[config.mk]
export PLATFORM = sky130hd
export DESIGN_NAME = sysref_delay_cal
export DESIGN_NICKNAME = d
export VERILOG_FILES = /design/src/rtl/sysref_cal_pkg.sv /design/src/rtl/sysref_cal_ctrl.sv /design/src/rtl/sysref_cal_dp.sv /design/src/rtl/sysref_delay_cal.sv
export SDC_FILE = /design/constraint.sdc
export NUM_CORES = 1
export LEC_CHECK = 0
export CORE_MARGIN = 8
export CORE_UTILIZATION = 53
export DETAILED_ROUTE_END_ITERATION = 12
export PLACE_DENSITY_LB_ADDON = 0.08
export REMOVE_ABC_BUFFERS = 1
export SETUP_SLACK_MARGIN = 0.2
export SYNTH_ARGS = -nofsm -noshare
export SYNTH_HDL_FRONTEND = slang
export SYNTH_HIERARCHICAL = 1
export SYNTH_SLANG_ARGS = --single-unit
[constraint.sdc]
create_clock -name clk -period 2.6 [get_ports clk]
set_input_delay 0.78 -clock clk [delete_from_list [all_inputs] [get_ports clk]]
set_output_delay 0.78 -clock clk [all_outputs]
set_load 0.005 [all_outputs]
[src/rtl/sysref_cal_pkg.sv]
package sysref_cal_pkg;

  typedef enum logic [2:0] {
    ST_IDLE,
    ST_SETTLE,
    ST_FIRE,
    ST_CAPT,
    ST_FINISH,
    ST_DONE
  } calState_t;

  // strobes from control to datapath
  typedef struct packed {
    logic beginSweep;
    logic fire;
    logic sample;
    logic advance;
    logic finish;
  } calStrobe_t;

endpackage

[src/rtl/sysref_cal_ctrl.sv]
module sysref_cal_ctrl
  import sysref_cal_pkg::*;
#(
  parameter int SETTLE_W    = 8,
  parameter int CAPT_CYCLES = 4
) (
  input  logic                clk,
  input  logic                rstN,
  input  logic                startReq,
  input  logic [SETTLE_W-1:0] settleCycles,
  input  logic                lastTap,
  output calStrobe_t          strobe,
  output logic                done
);

  localparam int CAPT_W = $clog2(CAPT_CYCLES + 1);
  localparam int CNT_W  = (SETTLE_W > CAPT_W) ? SETTLE_W : CAPT_W;
  localparam logic [CNT_W-1:0] CAPT_LAST = CNT_W'(CAPT_CYCLES - 1);

  calState_t           state, stateNext;
  logic [CNT_W-1:0]    cnt;
  logic [SETTLE_W-1:0] settleLat;
  logic                settleEnd, captEnd;

  assign settleEnd = (cnt == CNT_W'(settleLat));
  assign captEnd   = (cnt == CAPT_LAST);

  always_comb begin
    stateNext = state;
    strobe    = '0;
    done      = 1'b0;
    unique case (state)
      ST_IDLE: begin
        if (startReq) begin
          strobe.beginSweep = 1'b1;
          stateNext         = ST_SETTLE;
        end
      end
      ST_SETTLE: if (settleEnd) stateNext = ST_FIRE;
      ST_FIRE: begin
        strobe.fire = 1'b1;
        stateNext   = ST_CAPT;
      end
      ST_CAPT: begin
        if (captEnd) begin
          strobe.sample = 1'b1;
          if (lastTap) begin
            stateNext = ST_FINISH;
          end else begin
            strobe.advance = 1'b1;
            stateNext      = ST_SETTLE;
          end
        end
      end
      ST_FINISH: begin
        strobe.finish = 1'b1;
        stateNext     = ST_DONE;
      end
      ST_DONE: begin
        done      = 1'b1;
        stateNext = ST_IDLE;
      end
      default: stateNext = ST_IDLE;
    endcase
  end

  always_ff @(posedge clk or negedge rstN) begin
    if (!rstN) begin
      state     <= ST_IDLE;
      cnt       <= '0;
      settleLat <= '0;
    end else begin
      state <= stateNext;
      if (strobe.beginSweep) settleLat <= settleCycles;
      if (stateNext != state) cnt <= '0;
      else                    cnt <= cnt + 1'b1;
    end
  end

endmodule

[src/rtl/sysref_cal_dp.sv]
module sysref_cal_dp
  import sysref_cal_pkg::*;
#(
  parameter int TAP_W    = 5,
  parameter int NUM_TAPS = 32
) (
  input  logic             clk,
  input  logic             rstN,
  input  calStrobe_t       strobe,
  input  logic             dirtyIn,
  output logic [TAP_W-1:0] tapOut,
  output logic [TAP_W-1:0] resultTap,
  output logic             failFlag,
  output logic             lastTap
);

  localparam int LEN_W = TAP_W + 1;
  localparam int SUM_W = TAP_W + 2;
  localparam logic [TAP_W-1:0] LAST_IDX = TAP_W'(NUM_TAPS - 1);

  logic [TAP_W-1:0] savedTap;
  logic [TAP_W-1:0] runStart, bestStart;
  logic [LEN_W-1:0] runLen, bestLen;
  logic [TAP_W-1:0] newStart;
  logic [LEN_W-1:0] newLen;
  logic [SUM_W-1:0] edgeSum;
  logic [TAP_W-1:0] midTap;

  assign lastTap = (tapOut == LAST_IDX);

  // extend the current clean run or open a new one at this tap
  always_comb begin
    if (runLen != '0) begin
      newStart = runStart;
      newLen   = runLen + 1'b1;
    end else begin
      newStart = tapOut;
      newLen   = LEN_W'(1);
    end
  end

  // first + last, where last = start + len - 1
  assign edgeSum = (SUM_W'(bestStart) << 1) + SUM_W'(bestLen) - SUM_W'(1);
  assign midTap  = TAP_W'(edgeSum >> 1);

  always_ff @(posedge clk or negedge rstN) begin
    if (!rstN) begin
      tapOut    <= '0;
      savedTap  <= '0;
      runStart  <= '0;
      runLen    <= '0;
      bestStart <= '0;
      bestLen   <= '0;
      resultTap <= '0;
      failFlag  <= 1'b0;
    end else begin
      if (strobe.beginSweep) begin
        savedTap <= tapOut;
        tapOut   <= '0;
        runLen   <= '0;
        bestLen  <= '0;
      end
      if (strobe.sample) begin
        if (!dirtyIn) begin
          runStart <= newStart;
          runLen   <= newLen;
          if (newLen > bestLen) begin
            bestStart <= newStart;
            bestLen   <= newLen;
          end
        end else begin
          runLen <= '0;
        end
      end
      if (strobe.advance) tapOut <= tapOut + 1'b1;
      if (strobe.finish) begin
        if (bestLen == '0) begin
          failFlag  <= 1'b1;
          resultTap <= savedTap;
          tapOut    <= savedTap;
        end else begin
          failFlag  <= 1'b0;
          resultTap <= midTap;
          tapOut    <= midTap;
        end
      end
    end
  end

endmodule

[src/rtl/sysref_delay_cal.sv]
module sysref_delay_cal
  import sysref_cal_pkg::*;
#(
  parameter int TAP_W       = 5,
  parameter int NUM_TAPS    = 32,
  parameter int SETTLE_W    = 8,
  parameter int CAPT_CYCLES = 4
) (
  input  logic                clk,
  input  logic                rstN,
  input  logic                startReq,
  input  logic [SETTLE_W-1:0] settleCycles,
  input  logic                dirtyIn,
  output logic [TAP_W-1:0]    tapOut,
  output logic                sysrefReq,
  output logic                flagClr,
  output logic                done,
  output logic [TAP_W-1:0]    resultTap,
  output logic                failFlag
);

  calStrobe_t strobe;
  logic       lastTap;
  logic       sweepBegin;

  sysref_cal_ctrl #(
    .SETTLE_W   (SETTLE_W),
    .CAPT_CYCLES(CAPT_CYCLES)
  ) u_ctrl (
    .clk         (clk),
    .rstN        (rstN),
    .startReq    (startReq),
    .settleCycles(settleCycles),
    .lastTap     (lastTap),
    .strobe      (strobe),
    .done        (done)
  );

  sysref_cal_dp #(
    .TAP_W   (TAP_W),
    .NUM_TAPS(NUM_TAPS)
  ) u_dp (
    .clk      (clk),
    .rstN     (rstN),
    .strobe   (strobe),
    .dirtyIn  (dirtyIn),
    .tapOut   (tapOut),
    .resultTap(resultTap),
    .failFlag (failFlag),
    .lastTap  (lastTap)
  );

  assign sysrefReq  = strobe.fire;
  assign flagClr    = strobe.fire;
  assign sweepBegin = strobe.beginSweep;

endmodule

==> impl_results.md, run 1 <==
* Post-route ant nets at 0
* Die Span Y at roughly 95 um
* Skew final at approximately 0.016 ns
* Area growth syn-to-layout at 24.6%
* Hold Crit Class: in -> async
* Slew margin rel. at 60.9%
* F_max at around 420 MHz
* Crit path kind: reg -> reg
* Top-count cell post-synth: dfrtp_1
* Max-slew violation count at 0
* DP Wirelength at 5060 um
* Placed Area at between 3000 and 4000 um2
* Full die area at 8970 um2
* Gpl congestion at 0.788
* Share of Yosys cell area claimed by the top area cell type at 43.4%
* DRT Wirelength at just over 7000 um
* Drt wl/cell at 16.4 um
* Synth area leader: dfrtp_1
* All-Layer GR Usage at roughly 17%
* Clock Latency Late Sink at between 0.3 and 0.4 ns
* Fillers at around 480
* Sequential cell area fraction in the yosys report at between 40 and 50%
* Worst VDD drop at approximately 630 uV
* Synth Register Bits at between 50 and 60
* Crit share post-route at 91.1%
* Clock sink count at 57
* Largest net degree at the start of global routing at 38
* Post-synth top cells: 57 x dfrtp_1, 25 x inv_1, 19 x mux2_2, 17 x nand2_1, 17 x xnor2_1
* Max FO, Critical Path at 5
* Post-Layout Inst Area at approximately 4100 um2
* Die Span X at ~95 um
* Async S/R FF share, synth at 100%
* Worst setup EP type: register
* Via Count at approximately 2.4k
* Core Area at just under 6000 um2
* Max_cap viols at 0
* Number of vias per cell at about 5.5
* Lkg Pwr at about 1.9 nW
* Synth Warn # at 6
* Antenna cells at 0
* GRT Residual Overflow at 0
* Num CTS Buffers at 9
* Critical Path Source Type: register
* Synthesized area at around 3300 um2
* Post-CTS Hold Buffers at 0
* Post-layout minimum cycle time at roughly 2.4 ns
* Initial antenna violation count at 0
* Initial DRC Count at 67
* DRC Markers at 0
* Fin Hold WS at about 0.41 ns
* Vias in the first global route at around 2.5k
* Ports at 26
* Starting density of the core at a little under three fifths
* Setup Viol. Count Final at 0
* Cell area power density at between 900 and 1000 nW/um2
* Slew @ Worst Pin at ~0.58 ns
* I/O Buffers at 25
* Syn avg cell area at roughly 11 um2
* Unrepaired setup endpoints after global routing: true
* Synth area leaders: dfrtp_1 43%, mux2_2 6.5%, ha_1 6.1%
* Htree depth at 3
* Worst Path Required at ~2.8 ns
* Final hold vios at 0
* Final core utilization at approximately 69%
* Outcome: finished, final reports clean
* Crit path DAT at 2.61 ns
* Synth unique cells at 55
* Clk buf depth at 2
* Router iterations before antenna repair at 4
* Post-synthesis cell count at about 310
* Final nets at 382
* Root buf cell: clkbuf_8
* Number of flops mapped to enable cells by yosys at 0
* CTS clk-pin slew, worst paths at 0.08 ns
* CTS tree: done
* Site Rows at 28
* Setup_tns at 0 ns
* Ys flop type: dfrtp_1
* First-pass GRT wire length at 12,200 um
* Layout cell share with drive strength beyond 1 at 26.0%
==> routing by layer <==
| layer | vias up | part of all wire (%) | global-route usage, % |
|---|---|---|---|
| met5 | - | 0 | 0 |
| met4 | 0 | 1.5 | 7.02 |
| met3 | 10 | 2.5 | 3.57 |
| met2 | 36 | 47 | 27.3 |
| met1 | 1182 | 49 | 23.0 |
| li1 | 1175 | - | - |
==> worst max-delay path, cell delays in order (launching register included) <==
cell	delay (ns)
dfrtp_2	0.43
inv_2	0.09
ha_4	0.21
ha_1	0.28
nor2b_2	0.14
o21ai_2	0.10
o311ai_4	0.37
o221ai_4	0.16
nand2_4	0.13
buf_6	0.14
mux2i_2	0.23
==> path summary, 6_finish.rpt <==
check | from | endpoint | slack, ns | cells after the start
max in group asynchronous | rstN | u_ctrl/state[0]$_DFF_PN0_ | 1.62 | 2
setup / recovery | u_dp/runLen[0]$_DFFE_PN0P_ | u_dp/bestStart[2]$_DFFE_PN0P_ | 0.23 | 10
hold reg to reg | u_dp/resultTap[0]$_DFFE_PN0P_ | u_dp/resultTap[0]$_DFFE_PN0P_ | 0.48 | 1
hold / removal | rstN | u_dp/resultTap[1]$_DFFE_PN0P_ | 0.41 | 1
min in group clk | u_dp/resultTap[0]$_DFFE_PN0P_ | u_dp/resultTap[0]$_DFFE_PN0P_ | 0.48 | 1
setup reg to reg | u_dp/runLen[0]$_DFFE_PN0P_ | u_dp/bestStart[2]$_DFFE_PN0P_ | 0.23 | 10
==> what timing repair did <==
action	4_1_cts	5_1_grt
pin swaps	1	4
setup endpoints to repair	14	25
resized for setup	7	20
buffers inserted	4	1
==> metrics by stage <==
step / setup slack [ns] / std cells / total power (W)
after detailed placement: -0.0590 / 412 / 0.00277
after global placement: 0.0424 / 412 / 0.00274
after floorplan: 0.0850 / 296 / 0.00236
after global routing: 0.121 / 433 / 0.00423
after CTS: 0.182 / 432 / 0.00388
final: 0.231 / 433 / 0.00396
==> cell type report <==
type,instances,area [um2],share of cell area (%)
multi-input cells,214,1790,43.7
inverters,25,93.8,2.29
clock inverters,4,98.8,2.41
repair buffers,46,432,10.5
flip-flops and latches,57,1430,35.0
clock buffers,12,155,3.79
well taps,75,93.8,2.29
==> sequential cells by signal (all words and copies together), names as in the netlist <==
| name | flops |
|---|---|
| u_ctrl/state | 3 |
| u_dp/resultTap | 5 |
| u_dp/tapOut | 5 |
| u_dp/failFlag | 1 |
| u_ctrl/settleLat | 8 |
| u_ctrl/cnt | 8 |
| u_dp/runLen | 6 |
| u_dp/bestLen | 6 |
| u_dp/runStart | 5 |
| u_dp/savedTap | 5 |
| u_dp/bestStart | 5 |
==> cell usage in the layout, fill, tap and decap left out, drive strengths merged, types with 8 or more instances in the layout <==
cell type	n
nor2	14
a21oi	15
dfrtp	57
nand3	10
nand2	18
buf	22
xnor2	17
mux2	22
nor2b	8
nor3	14
clkdlybuf4s50	24
ha	16
o21ai	11
mux2i	14
clkbuf	12
inv	25
==> where the power goes <==
group	switching, W	total, W	internal, W	leakage, nW
sequential	0.000229	0.00131	0.00109	0.734
combinational	0.000815	0.00159	0.000776	0.999
clock	0.000367	0.00106	0.000692	0.127
total	0.00141	0.00396	0.00255	1.86
==> logic make-up (layout without fill, tap and decap cells) <==
family,count (synthesis),in the layout,share of synthesized area [%]
buffers and inverters,37,87,4.68
DFF,57,57,43.4
muxes,36,36,12.0
xor gates and xnor gates,21,21,5.60
adders and majority gates,18,18,7.04
AOI/OAI and AO/OA,56,56,12.8
and+or+nand+nor,83,83,14.4
No activity file was read; power rests on OpenSTA's default activity.
==> run 2, diff against run 1 <==
--- a/config.mk
+++ b/config.mk
@@ -5,9 +5,12 @@
 export SDC_FILE = /design/constraint.sdc
 export NUM_CORES = 1
 export LEC_CHECK = 0
+export CAP_MARGIN = 5
+export CORE_ASPECT_RATIO = 1.25
 export CORE_MARGIN = 8
 export CORE_UTILIZATION = 53
 export DETAILED_ROUTE_END_ITERATION = 12
+export MAX_ROUTING_LAYER = met4
 export PLACE_DENSITY_LB_ADDON = 0.08
 export REMOVE_ABC_BUFFERS = 1
 export SETUP_SLACK_MARGIN = 0.2
==> run 2 against run 1 <==
Compared with the run above:
- combinational power is 15% higher
- fmax is 0.51% higher
- first-iteration DRC count is 15% lower
- utilization is 0.48 points lower
- global-route usage hardly changed
- wire length is 0.31% lower
- largest cell class unchanged
==> impl_results.md, run 2 (same netlist as run 1, synthesis figures left out) <==
* Largest net degree at the start of global routing at 58 (+53%)
* Initial antenna violation count at 0 (unchanged)
* All-Layer GR Usage at 17.5% (+0.040 points)
* Fillers at 481 (+1.1%)
* Site Rows at 32 (+14%)
* Outcome: finished, final reports clean
* Met1 GRT Util at 20.7% (-2.3 points)
* Crit-path max cell delay at 0.53 ns (+0.10 ns)
* Area growth syn-to-layout at 26.5%
* Starting density of the core at 54.0% (-1.2 points)
* Final core utilization at 68.3% (-0.48 points)
* Worst Path Required at 1.82 ns (-1.02 ns)
* Clock sink count at 57 (unchanged)
* Setup_tns at 0 ns (unchanged)
* I/O Buffers at 25 (unchanged)
* Die Span X at 86.4 um (-8.8%)
* Post-route ant nets at 0 (unchanged)
* Cell area power density at 967 nW/um2 (about the same)
* Commonest non-fill, non-tap cell in the layout: dfrtp_1
* Critical Path Source Type: register
* CTS clk-pin slew, worst paths at 0.07 ns (about the same)
* GRT Max-Usage Layer: met2
* Fin Hold WS at 0.488 ns (+0.0813 ns)
* Slew margin rel. at 51.7% (-9.2 points)
* Worst VDD drop at 647 uV (+3.4%)
* Antenna cells at 0 (unchanged)
* Lkg Pwr at 1.89 nW (+1.7%)
* Clk buf depth at 2 (unchanged)
* Crit path kind: reg -> out
* Number of vias per cell at 5.42 (-2.3%)
* Max_cap viols at 0 (unchanged)
* Unrepaired setup endpoints after global routing: true
* Drt wl/cell at 15.7 um (-4.7%)
* CP endpoint: done
* Ports at 26 (unchanged)
* Final nets at 392 (+2.6%)
* CP top delay family: flip-flops
* Initial DRC Count at 57 (-15%)
* Reg2reg setup slack at 0.28 ns (+0.05 ns)
* Final hold vios at 0 (unchanged)
* Skew final at 0.00808 ns (-0.00792 ns)
* Post-Layout Inst Area at 4160 um2 (+1.5%)
* CTS tree: done
* Htree depth at 3 (unchanged)
* Max-slew violation count at 0 (unchanged)
* Crit path DAT at 1.58 ns (-1.03 ns)
* Critical Path, Cell by Cell: and3_1 > clkdlybuf4s50_1
* Worst reg2reg path depth at 11 (+1)
* Via Count at 2,457 (+2.2%)
* GRT Residual Overflow at 0 (unchanged)
* DRT Wirelength at 7100 um (-0.31%)
* Die Span Y at 104 um (+9.8%)
* Slowest library cell on the worst path: dfrtp_1
* Crit share post-route at 90.7% (-0.46 points)
* Num CTS Buffers at 9 (unchanged)
* Crit. Startpoint: u_ctrl/state[2]$_DFF_PN0_
* Full die area at 8990 um2 (+0.18%)
* Root buf cell: clkbuf_8
* Worst setup EP type: primary output
* Core Area at 6090 um2 (+2.2%)
* Max FO, Critical Path at 8 (+3)
* Hold Crit Class: reg -> reg
* Number of buffers and inverters on the critical path at 1 (-1)
* Clock Latency Late Sink at 0.33 ns (about the same)
* Post-layout minimum cycle time at 2.36 ns (-0.0119 ns)
* DRC Markers at 0 (unchanged)
* First-pass GRT wire length at 12,100 um (-0.91%)
* Router iterations before antenna repair at 4 (unchanged)
* Reg2Reg Capture Point: u_dp/bestStart[1]$_DFFE_PN0P_
* Post-CTS Hold Buffers at 0 (unchanged)
* Vias in the first global route at 2,523 (+0.68%)
* Setup Viol. Count Final at 0 (unchanged)
* Biggest regs: u_ctrl/cnt: 8 flops, u_ctrl/settleLat: 8 flops
* Slew @ Worst Pin at 0.724 ns (+0.142 ns)
* GRT met3 Usage at 4.51% (+0.93 points)
* DP Wirelength at 5100 um (+0.94%)
* GR Util met2 at 27.3% (-0.089 points)
* Reg2reg start: u_dp/runLen[1]$_DFFE_PN0P_
* Most frequent cells in the layout: 53 x dfrtp_1, 29 x buf_4, 24 x clkdlybuf4s50_1
* Gpl congestion at 0.874 (+11%)
* Placed Area at 3740 um2 (+0.67%)
* Layout cell share with drive strength beyond 1 at 28.3% (+2.3 points)
* Critical Path Stages at 2 (-8)
* F_max at 424 MHz (+0.51%)
[run 2: cell count changes in the layout (fill, tap and decap cells not counted), sizes merged]
cell,change
buf,+10
clkbuf,-3
clkinv,+3
bufinv,-1
clkinvlp,+1
[run 2: metrics by stage]
stage	total power [W]	setup slack (ns)	instances
2_1_floorplan	0.00236	0.0850	296
3_3_place_gp	0.00280	0.0833	427
3_5_place_dp	0.00284	-0.00511	427
4_1_cts	0.00382	0.200	447
5_1_grt	0.00429	0.131	453
6_report	0.00402	0.243	453
[run 2: final cells by class]
class | instances | area (um2) | area share (%)
clock buffers | 9 | 124 | 2.98
well taps | 85 | 106 | 2.56
inverters | 25 | 93.8 | 2.26
multi-input cells | 214 | 1820 | 43.8
repair buffers | 56 | 485 | 11.7
clock inverters | 7 | 95.1 | 2.29
flip-flops and latches | 57 | 1430 | 34.4
[run 2: worst min path at each step]
stage                                  startpoint                       endpoint  slack (ns)  depth (start not counted)
floorplan           u_dp/resultTap[0]$_DFFE_PN0P_  u_dp/resultTap[0]$_DFFE_PN0P_        0.47                          1
global placement    u_dp/resultTap[0]$_DFFE_PN0P_  u_dp/resultTap[0]$_DFFE_PN0P_        0.47                          1
global route        u_dp/resultTap[2]$_DFFE_PN0P_  u_dp/resultTap[2]$_DFFE_PN0P_        0.50                          1
CTS                 u_dp/resultTap[0]$_DFFE_PN0P_  u_dp/resultTap[0]$_DFFE_PN0P_        0.49                          1
finish              u_dp/resultTap[0]$_DFFE_PN0P_  u_dp/resultTap[0]$_DFFE_PN0P_        0.49                          1
detailed placement  u_dp/resultTap[2]$_DFFE_PN0P_  u_dp/resultTap[2]$_DFFE_PN0P_        0.47                          1
[run 2: timing repair]
action	CTS	global route
resized for setup	11	21
pin swaps	2	7
endpoints found under the setup margin	18	23
buffers inserted	4	6
endpoints found under the hold margin	0	0
[run 2: metal layers]
layer,wire length [um],up-vias
met5,0,-
met1,3190,1201
met4,186,0
met3,218,14
met2,3510,51
li1,-,1191
[run 2: where the power goes]
| group | internal (W) | leakage (nW) | total [W] | switching (W) |
|---|---|---|---|---|
| clock network | 0.000539 | 0.109 | 0.000907 | 0.000368 |
| registers | 0.00109 | 0.734 | 0.00128 | 0.000192 |
| logic | 0.000926 | 1.05 | 0.00183 | 0.000908 |
| total | 0.00255 | 1.89 | 0.00402 | 0.00147 |
